--- src/rtl/hcd_pkg.sv ---
package hcd_pkg;
  typedef enum logic {
    MODE_PCCARD = 1'b0,
    MODE_ISA    = 1'b1
  } bus_mode_e;
endpackage

--- src/rtl/hcd_mode_ctl.sv ---
module hcd_mode_ctl
  import hcd_pkg::*;
(
  input  logic      clk,
  input  logic      rst,
  input  logic      strap_i,
  input  logic      cfg_done_i,
  output bus_mode_e mode_o,
  output logic      ready_o
);
  bus_mode_e mode_q;
  logic      done_q;

  // Strap is sampled on every reset cycle; the last sample is kept.
  always_ff @(posedge clk) begin
    if (rst) begin
      mode_q <= bus_mode_e'(strap_i);
      done_q <= 1'b0;
    end else if (cfg_done_i) begin
      done_q <= 1'b1;
    end
  end

  assign mode_o  = mode_q;
  assign ready_o = (mode_q == MODE_PCCARD) && done_q;
endmodule

--- src/rtl/hcd_win_match.sv ---
module hcd_win_match #(
  parameter int W  = 20,
  parameter int SW = 5
) (
  input  logic [W-1:0]  addr_i,
  input  logic [W-1:0]  base_i,
  input  logic [SW-1:0] skip_i,
  output logic          hit_o
);
  logic [W-1:0] bit_ok;

  for (genvar i = 0; i < W; i++) begin : g_bit
    assign bit_ok[i] = (SW'(i) < skip_i) || (addr_i[i] == base_i[i]);
  end

  assign hit_o = &bit_ok;
endmodule

--- src/rtl/host_cycle_decoder.sv ---
module host_cycle_decoder
  import hcd_pkg::*;
#(
  parameter int ADDR_W   = 20,
  parameter int IO_W     = 16,
  parameter int LAN_SKIP = 4,
  parameter int MDM_SKIP = 3,
  parameter int SZ_W     = $clog2(ADDR_W + 1)
) (
  input  logic                     clk,
  input  logic                     rst,
  input  logic                     strap_i,
  input  logic [ADDR_W-1:0]        addr_i,
  input  logic                     mem_rd_n_i,
  input  logic                     reg_sel_n_i,
  input  logic                     ce1_n_i,
  input  logic                     ce2_n_i,
  input  logic                     bus16_i,
  input  logic                     func_en_i,
  input  logic [IO_W-LAN_SKIP-1:0] lan_base_i,
  input  logic [IO_W-MDM_SKIP-1:0] modem_base_i,
  input  logic                     modem_cfg_i,
  input  logic                     pwrdn_bit_i,
  input  logic                     modem_w16_n_i,
  input  logic [ADDR_W-1:0]        rom_base_i,
  input  logic [SZ_W-1:0]          rom_size_i,
  input  logic                     cfg_done_i,
  output logic                     io16_n_o,
  output logic                     rom_sel_n_o,
  output logic                     lan_sel_o,
  output logic                     modem_sel_o,
  output logic                     overlap_o,
  output logic                     modem_pwrdn_o,
  output logic                     ready_o
);
  bus_mode_e mode;
  logic      is_isa;
  logic      rom_hit, card_on, lan_hit, mdm_raw, mdm_hit, io16_req, io16_lan;

  hcd_mode_ctl u_mode (
    .clk        (clk),
    .rst        (rst),
    .strap_i    (strap_i),
    .cfg_done_i (cfg_done_i),
    .mode_o     (mode),
    .ready_o    (ready_o)
  );

  hcd_win_match #(.W(ADDR_W), .SW(SZ_W)) u_rom_win (
    .addr_i (addr_i),
    .base_i (rom_base_i),
    .skip_i (rom_size_i),
    .hit_o  (rom_hit)
  );

  assign is_isa   = (mode == MODE_ISA);
  assign card_on  = is_isa || !ce1_n_i || !ce2_n_i;
  assign lan_hit  = card_on && (addr_i[IO_W-1:LAN_SKIP] == lan_base_i);
  assign mdm_raw  = card_on && modem_cfg_i && (addr_i[IO_W-1:MDM_SKIP] == modem_base_i);
  assign mdm_hit  = mdm_raw && !lan_hit;
  assign io16_lan = lan_hit && bus16_i && (is_isa || (func_en_i && !reg_sel_n_i));
  assign io16_req = io16_lan || (mdm_hit && !modem_w16_n_i);

  always_ff @(posedge clk) begin
    if (rst) begin
      io16_n_o      <= 1'b1;
      rom_sel_n_o   <= 1'b1;
      lan_sel_o     <= 1'b0;
      modem_sel_o   <= 1'b0;
      overlap_o     <= 1'b0;
      modem_pwrdn_o <= 1'b0;
    end else begin
      io16_n_o      <= !io16_req;
      rom_sel_n_o   <= !(is_isa && !mem_rd_n_i && rom_hit);
      lan_sel_o     <= lan_hit;
      modem_sel_o   <= mdm_hit;
      overlap_o     <= lan_hit && mdm_raw;
      modem_pwrdn_o <= pwrdn_bit_i || !modem_cfg_i;
    end
  end

  assert_mode_held_R1: assert property (@(posedge clk) disable iff (rst)
    $past(!rst) |-> $stable(mode));
  assert_rom_isa_only_R2: assert property (@(posedge clk) disable iff (rst)
    (mode == MODE_PCCARD) |-> rom_sel_n_o);
  assert_io16_qualified_R3: assert property (@(posedge clk) disable iff (rst)
    (mode == MODE_PCCARD && lan_sel_o && !io16_n_o)
      |-> $past(bus16_i && func_en_i && !reg_sel_n_i));
  assert_sel_exclusive_R6: assert property (@(posedge clk) disable iff (rst)
    !(lan_sel_o && modem_sel_o));
  assert_overlap_lan_R6: assert property (@(posedge clk) disable iff (rst)
    overlap_o |-> lan_sel_o);
  assert_pwrdn_R7: assert property (@(posedge clk) disable iff (rst)
    $past(!rst) |-> (modem_pwrdn_o == $past(pwrdn_bit_i || !modem_cfg_i)));
  assert_ready_sticky_R8: assert property (@(posedge clk) disable iff (rst)
    !$fell(ready_o));
  assert_ready_isa_low_R8: assert property (@(posedge clk) disable iff (rst)
    (mode == MODE_ISA) |-> !ready_o);
endmodule

--- config.mk ---
export PLATFORM = sky130hd
export DESIGN_NAME = host_cycle_decoder
export DESIGN_NICKNAME = d
export VERILOG_FILES = /design/src/rtl/hcd_pkg.sv /design/src/rtl/hcd_mode_ctl.sv /design/src/rtl/hcd_win_match.sv /design/src/rtl/host_cycle_decoder.sv
export SDC_FILE = /design/constraint.sdc
export NUM_CORES = 1
export LEC_CHECK = 0
export ABC_AREA = 1
export CAP_MARGIN = 20
export CORE_ASPECT_RATIO = 1.5
export CORE_MARGIN = 2
export CORE_UTILIZATION = 35
export CTS_BUF_LIST = sky130_fd_sc_hd__clkbuf_8
export DETAILED_ROUTE_END_ITERATION = 8
export PLACE_DENSITY = 0.8
export SYNTH_ARGS = -nofsm -noshare
export SYNTH_HDL_FRONTEND = slang
export SYNTH_SLANG_ARGS = --single-unit
--- constraint.sdc ---
create_clock -name clk -period 1.5 [get_ports clk]
set_clock_uncertainty 0.1 [all_clocks]
set_input_delay 0.45 -clock clk [delete_from_list [all_inputs] [get_ports clk]]
set_output_delay 0.45 -clock clk [all_outputs]
set_load 0.005 [all_outputs]
After elaboration in Yosys (flattened, before gate mapping). Index checks and enable logic that the tools add are counted.

Word-level logic and storage cells: 98. Bits in registers: 8. Bits of input ports: 83. Output and inout bits: 7.

Bitwise gates (word level): 1. Equality and inequality tests: 22. Reduce and logical (&&, ||, !) cells: 47. Order comparisons: 20.

Operators by type and width (count): less-than comparator 4 x 5 -> 1 bit, first input constant (8); logical OR 1 bit (25); equality test 1 bit (20); less-than comparator 3 x 5 -> 1 bit, first input constant (4); less-than comparator 5 bit, first input constant (4); AND reduction 20 bit (1); equality test 13 bit (1); equality test 12 bit (1); logical AND 1 bit (12); less-than comparator 1 x 5 -> 1 bit, first input constant (2); less-than comparator 2 x 5 -> 1 bit, first input constant (2); logical NOT 1 bit (9); NOT 1 bit (1).

Longest topological paths before layout. Gate-level depths: netlist of run 1.

Word-level depth: 9. Mapped depth: 11.

Modules after synthesis. Synthesis of run 1 repeated with hierarchy kept, for this count alone.

Cells, all modules: 271. Area total of the unflattened synthesis: 1342.5 um^2.

Modules (own cells, without submodules): host_cycle_decoder (times used 1, cells an instance 148, area an instance 738.2 um^2, sequential area each 120.1 um^2); hcd_win_match (times used 1, cells an instance 117, area an instance 539.3 um^2, sequential area each 0.0 um^2); hcd_mode_ctl (times used 1, cells an instance 6, area an instance 65.1 um^2, sequential area each 50.0 um^2).

Worst setup path after synthesis of run 1. OpenSTA, ideal clock, no wires.

Kind: input to register. Start: input addr_i[6]. End: register io16_n_o. Path buffers: 0. Stages on the path: 8. Arrival time: 1.141 ns. Data required time: 1.291 ns. Path slack: 0.151 ns. Cells stage by stage: inv_1 or2_2 nand3_1 nor2_1 nand2_2 nand4_1 nand2_1 inv_1.

Cells in the longest elaborated chain, start to end: 7. Elaborated cells on any way between the ends: 11. Those cells by class: eq/ne: 2; reduce/logical: 9.

Ends and longest elaborated chain: start, declared (line host_cycle_decoder.sv:13) `input logic [ADDR_W-1:0] addr_i,`; equality test 12 bit (line host_cycle_decoder.sv:58) `assign lan_hit = card_on && (addr_i[IO_W-1:LAN_SKIP] == lan_base_i);`; logical AND 1 bit (line host_cycle_decoder.sv:58); logical NOT 1 bit (line host_cycle_decoder.sv:60) `assign mdm_hit = mdm_raw && !lan_hit;`; logical AND 1 bit (line host_cycle_decoder.sv:60); logical AND 1 bit (line host_cycle_decoder.sv:62) `assign io16_req = io16_lan || (mdm_hit && !modem_w16_n_i);`; logical OR 1 bit (*) (line host_cycle_decoder.sv:62); logical NOT 1 bit (*) (line host_cycle_decoder.sv:73) `io16_n_o <= !io16_req;`; end signal, assigned (line host_cycle_decoder.sv:73); end, declared (line host_cycle_decoder.sv:28) `output logic io16_n_o,`.

Every way passes the cells marked *; elsewhere a longest branch is shown, timed or not. A chain may end at the register's enable or synchronous reset.

Worst setup path in the final report of run 1.
Start: input lan_base_i[11]. End: register io16_n_o.

Cells in the longest elaborated chain, start to end: 7. Elaborated cells on any way between the ends: 9. Those cells by class: eq/ne: 1; reduce/logical: 8.

Ends and longest elaborated chain: start, declared (line host_cycle_decoder.sv:20) `input logic [IO_W-LAN_SKIP-1:0] lan_base_i,`; equality test 12 bit (*) (line host_cycle_decoder.sv:58); logical AND 1 bit (*) (line host_cycle_decoder.sv:58); logical NOT 1 bit (line host_cycle_decoder.sv:60); logical AND 1 bit (line host_cycle_decoder.sv:60); logical AND 1 bit (line host_cycle_decoder.sv:62); logical OR 1 bit (*) (line host_cycle_decoder.sv:62); logical NOT 1 bit (*) (line host_cycle_decoder.sv:73).

Marks and branches as above.

==> results.cfg, run 1 <==
[timing]
drv_slew = 0
post-route-period-util = 0.9834
achievable-frequency_ghz = 0.6779
final.min_clock_period_ns = 1.475
slew-limit-headroom = 0.8184
number_of_hold_slack_violations_in_the_final_timing_report = 0
timing_worst_slew_pin_value_ns = 0.2721
final_setup_fails = 0

[critical_path]
critical_path_arrival_ns = 1.51
crit_cells = 9
worst_setup_path_start_kind = input pin
setup.worst_path.end = io16_n_o
regToRegStartpoint = u_mode.mode_o
crit_start = lan_base_i[11]
critical_path.top_delay_family = simple AND/OR/NAND/NOR gates
cp-end-kind = flip-flop
critical_path.cell_chain = dlygate4sd2_1 -> xnor2_1 -> nand3_2 -> nor2_4 -> nand2_4 -> nor2_4 -> nand2_1 -> nand2_1 -> inv_1
internal_reg_to_reg_setup_slack_ns = 0.10
crit_type = input pin to flip-flop
worst_path_max_delay_cell = dlygate4sd2_1
cp.required_ns = 1.53
timing.critical_path.fanout_max = 4
crit_path_max_incr_delay_ns = 0.27
worst-r2r-cell-count = 10
path_buf_inv = 2
reg_to_reg_end = io16_n_o

[clock_tree]
tritoncts.num_buffers = 3
cts_root_buffer = clkbuf_8
cts_hold_buf = 0
clkTransAtPathRegs_ns = 0.04
clkLatencyLatePin_ns = 0.23
clkSinkCount = 8
cts_buffer_depth = 2
postCtsSetupRepairBufs = 0
clock_tree.htree_level_count = 1
clock_tree_from_tritoncts = done

[pwr]
power_density_nw_per_um2 = 432.4
peakVddDrop_v = 0.0004327
total_power_uw = 1020
leakagePower_uw = 0.001316

[final_layout]
antenna-diode-count = 0
num-nets-final = 422
fin_util = 0.7112
layout-area-overhead-vs-synth_pct = 97.90
layout-drive-gt1-share = 0.2101
design_area_um2 = 2360

[floorplan]
core.rowCount = 26
die_height_um = 75.49
chipWidth_um = 51.66
start_util = 0.3594
core-area_um2 = 3318
die_area_um2 = 3899
io_pins = 90

[synthesis]
synthesis.instances = 225
synth_cell_type_count = 23
yosys-top-cells-area = nand2_1 (25%), inv_1 (15%), dfxtp_1 (12%), xnor2_1 (11%), nor2_1 (6.9%)
netlist.top_cell.by_area = nand2_1
synth.top_cell.area_share = 0.2487
average_instance_area_after_synthesis_um2 = 5.300
netlist_area_um2 = 1192
synth-seq-cells = 8
synth.yosys.warnings = 0
syn-num-nets = 308
synth.yosys.seq_area_share = 0.1427

[min_path]
timing.hold.worst.class = flip-flop to flip-flop

[place]
dpl.hpwl_um = 3616
weighted_congestion_reported_at_the_end_of_routability_driven_placement = 0.8541
count_of_buffers_inserted_at_the_top_level_ports = 89
detailed_place.area_um2 = 2286

[global_route]
grt_max_degree = 7
global_route_wire_length_before_repair_um = 6382
antenna_violations_before_repair = 0
vias_in_the_first_global_route = 1559
grt.overflow.total = 0
grt.total_usage = 0.2172

[route]
drt-total-wl_um = 4416
number_of_nets_still_failing_antenna_checks_after_routing = 0
num_vias = 1683
first_iter_violations = 32
drt-vias-per-instance = 4.429
drt-wirelength-per-cell_um = 11.62
drcViolationCount = 0
drt_pass1_iterations = 4

[run_status]
run_status = complete, no violations

[job]
cap_violations = 0
## synth_stat cells (all sizes together)
cell and instances:
a21boi 1, a21oi 4, a31oi 3, dfxtp 7, edfxtp 1, inv 50
nand2 80, nand3 8, nand4 4, nor2 24, nor3 2, o211ai 3
o21a 2, o21ai 10, o221ai 1, or2 2, xnor2 15, xor2 8
## tightest hold or removal path: stages, from the launching register on
cell,delay (ns)
dfxtp_1,0.32
nor2_1,0.05
nor2_1,0.07
## registers in the layout, summed over array words and instances (netlist names)
register,count
modem_sel_o,1
lan_sel_o,1
u_mode.done_q,1
modem_pwrdn_o,1
overlap_o,1
rom_sel_n_o,1
io16_n_o,1
u_mode.mode_o,1
## power by group
part           switching [µW]  internal, µW
sequential               2.43           224
combinational             232           294
clock                    90.0           178
total                     325           695
## metal layers
layer | up-vias | track usage | part of all wire
met4 | 0 | 0.07895 | 0.026
met1 | 703 | 0.2031 | 0.35
met3 | 11 | 0.02353 | 0.055
li1 | 906 | - | -
met2 | 63 | 0.4644 | 0.57
met5 | - | 0 | 0
## kinds of logic (layout without fill, tap and decap cells)
| kind of cell | after synthesis | after routing | share of synthesized area |
|---|---|---|---|
| flops | 8 | 8 | 0.1427 |
| compound gates | 24 | 24 | 0.1196 |
| xor+xnor | 23 | 23 | 0.1689 |
| simple gates | 120 | 120 | 0.4113 |
| buf+inv | 50 | 163 | 0.1574 |
## final cells by class
type	instances	area, µm²
inverter	50	187.7
clock buffer	3	41.29
clock inverter	1	3.754
sequential	8	170.2
multi-input combinational	167	954.7
tap	42	52.55
timing repair buffer	109	949.7
fill	297	958.4
## metrics by stage
| step | hold slack, ns | worst slack [ns] | instances | TNS, ns |
|---|---|---|---|---|
| after floorplan | 0.3379 | 0.1507 | 225 | 0 |
| after global placement | 0.3499 | -0.5236 | 376 | -2.225 |
| after detailed placement | 0.3682 | -0.5042 | 376 | -2.229 |
| after CTS | 0.3773 | 0.0001357 | 380 | 0 |
| after global routing | 0.3844 | -0.04928 | 380 | -0.04928 |
| final | 0.3775 | 0.02494 | 380 | 0 |
## repair_timing
item	4_1_cts	5_1_grt
gates resized for setup	72	60
gates cloned	0	0
endpoints found under the setup margin	12	5
pin swaps	27	33
## placed cells by master (no fill, tap or decap), types with 5 or more instances in the layout
cell type and n:
nand2_1 76, inv_1 44, dlygate4sd2_1 33, clkdlybuf4s50_1 30
buf_4 20, nor2_1 14, clkbuf_2 13, xnor2_1 10
o21ai_1 9, nor2_2 8, xor2_1 8, inv_2 7
clkdlybuf4s15_1 7, dfxtp_1 7, dlymetal6s2s_1 6, xnor2_2 5
## worst min-delay path by stage
stage                        from       endpoint  slack, ns  cells past startpoint
floorplan           u_mode.done_q  u_mode.done_q       0.34                      2
global placement    u_mode.done_q  u_mode.done_q       0.35                      2
detailed placement  u_mode.done_q  u_mode.done_q       0.37                      2
CTS                 u_mode.done_q  u_mode.done_q       0.38                      2
global route          modem_cfg_i  modem_pwrdn_o       0.38                      2
finish              u_mode.done_q  u_mode.done_q       0.38                      2
(Power assumes the default switching activity.)
==> run 2: changes to the inputs <==
--- a/config.mk
+++ b/config.mk
@@ -9,10 +9,10 @@
 export CAP_MARGIN = 20
 export CORE_ASPECT_RATIO = 1.5
 export CORE_MARGIN = 2
-export CORE_UTILIZATION = 35
+export CORE_UTILIZATION = 30
 export CTS_BUF_LIST = sky130_fd_sc_hd__clkbuf_8
 export DETAILED_ROUTE_END_ITERATION = 8
-export PLACE_DENSITY = 0.8
+export PLACE_DENSITY = 0.7
 export SYNTH_ARGS = -nofsm -noshare
 export SYNTH_HDL_FRONTEND = slang
 export SYNTH_SLANG_ARGS = --single-unit
==> run 2 against run 1 <==
Compared with the run above:
- final area fell by 0.85%
- sequential power is essentially flat
- setup slack improved by 0.047 ns
==> results.cfg, run 2 (synthesis results as in run 1) <==
[run_status]
run_status = complete, no violations

[critical_path]
critical_path_arrival_ns = 1.47
worst_path_max_delay_cell = clkdlybuf4s15_1
cp-end-kind = flip-flop
cp.required_ns = 1.55
crit_path_max_incr_delay_ns = 0.25
path_buf_inv = 2
critical_path.cell_chain = clkdlybuf4s15_1 -> xnor2_1 -> nand3_2 -> nor2_2 -> nand2_2 -> nor2_4 -> nand2_1 -> nand2_1 -> inv_1
critPathMostFrequentCell = nand2_1
crit_type = input pin to flip-flop
timing.critical_path.fanout_max = 4
worst_setup_path_start_kind = input pin
critical_path.top_delay_family = simple AND/OR/NAND/NOR gates

[final_layout]
final_cell_count_no_fill = 382
layout-area-overhead-vs-synth_pct = 96.22
antenna-diode-count = 0
layout_commonest_cell = nand2_1
most-common-layout-cells = nand2_1 (77), inv_1 (44), dlygate4sd2_1 (36), clkdlybuf4s50_1 (24), buf_4 (18)
layout-drive-gt1-share = 0.1810
design_area_um2 = 2340
num-nets-final = 421

[global_route]
vias_in_the_first_global_route = 1674
antenna_violations_before_repair = 0
grt_max_degree = 8
grt.overflow.total = 0
grt.total_usage = 0.1830
global_route_wire_length_before_repair_um = 6637

[place]
dpl.hpwl_um = 3709
dp_cells = 377
detailed_place.area_um2 = 2275
count_of_buffers_inserted_at_the_top_level_ports = 89
weighted_congestion_reported_at_the_end_of_routability_driven_placement = 0.9014

[floorplan]
chipWidth_um = 55.48
die_area_um2 = 4505
core-area_um2 = 3889
start_util = 0.3066
core.rowCount = 28
die_height_um = 81.22
io_pins = 90

[pwr]
power_density_nw_per_um2 = 434.4
leakagePower_uw = 0.001339
peakVddDrop_v = 0.0004162

[clock_tree]
cts_buffer_depth = 2
clkTransAtPathRegs_ns = 0.05
tritoncts.num_buffers = 3
clock_tree.htree_level_count = 1
clkLatencyLatePin_ns = 0.24
cts_root_buffer = clkbuf_8
clock_tree_from_tritoncts = done
clkSinkCount = 8

[timing]
number_of_hold_slack_violations_in_the_final_timing_report = 0
drv_slew = 0
final_setup_fails = 0
timing_worst_slew_pin_value_ns = 0.2521
setup_repair_after_global_routing_missed_its_margin = true
post-route-period-util = 0.9523
final.min_clock_period_ns = 1.429
slew-limit-headroom = 0.8317
achievable-frequency_ghz = 0.7000
fin_worst_hold_slack_ns = 0.3772

[route]
drt-wirelength-per-cell_um = 11.01
drt-vias-per-instance = 4.490
first_iter_violations = 28
num_vias = 1715
drt-total-wl_um = 4207
number_of_nets_still_failing_antenna_checks_after_routing = 0
drt_pass1_iterations = 4
drcViolationCount = 0

[min_path]
timing.hold.worst.class = flip-flop to flip-flop

[job]
cap_violations = 0
-- run 2: layout make-up --
class / instances / area, µm²
Inverter: 50 / 187.7
Timing Repair Buffer: 108 / 980.9
Sequential cell: 8 / 170.2
Clock inverter: 1 / 3.754
Multi-Input combinational cell: 167 / 899.6
Clock buffer: 3 / 41.29
Tap cell: 45 / 56.30
Fill cell: 382 / 1549
-- run 2: final timing paths --
| path | startpoint | cells after the start | to | slack, ns |
|---|---|---|---|---|
| worst max register to register | u_mode.mode_o | 10 | io16_n_o | 0.07 |
| worst min register to register | u_mode.done_q | 2 | u_mode.done_q | 0.38 |
| worst min-delay path | u_mode.done_q | 2 | u_mode.done_q | 0.38 |
| worst max-delay path | addr_i[7] | 9 | io16_n_o | 0.07 |
-- run 2: stage by stage --
| step | total power (µW) | setup WS (ns) | util | setup TNS (ns) |
|---|---|---|---|---|
| finish | 1016 | 0.07149 | 0.6017 | 0 |
| global route | 1081 | -0.03214 | 0.6017 | -0.03966 |
| CTS | 1021 | -0.009857 | 0.5994 | -0.009857 |
| detailed placement | 756.1 | -0.5747 | 0.5849 | -2.335 |
| global placement | 753.3 | -0.5018 | 0.5849 | -2.206 |
| floorplan | 418.5 | 0.1507 | - | 0 |
-- run 2: per-layer routing --
layer,GRT usage,vias to the layer above,share of wire
li1,-,904,-
met1,0.1717,751,0.37
met3,0.01911,8,0.038
met2,0.3929,52,0.57
met4,0.07073,0,0.019
met5,0,-,0
-- run 2: where the power goes --
group / internal, µW / switching [µW] / total, µW
registers: 224 / 2.32 / 226
clock network: 179 / 110 / 289
logic: 286 / 215 / 501
total: 689 / 327 / 1020
-- run 2: what timing repair did --
action | 4_1_cts | 5_1_grt
cloned | 0 | 0
resized for setup | 83 | 40
pin swaps | 30 | 22
endpoints found under the setup margin | 12 | 4
buffers inserted | 1 | 0
hold buffers | 0 | 0
-- run 2: tightest hold or removal path, delay by kind of cell (launching register included) --
family	cells	cell delay, ns
AND/OR/NAND/NOR	2	0.12
flip-flops	1	0.32
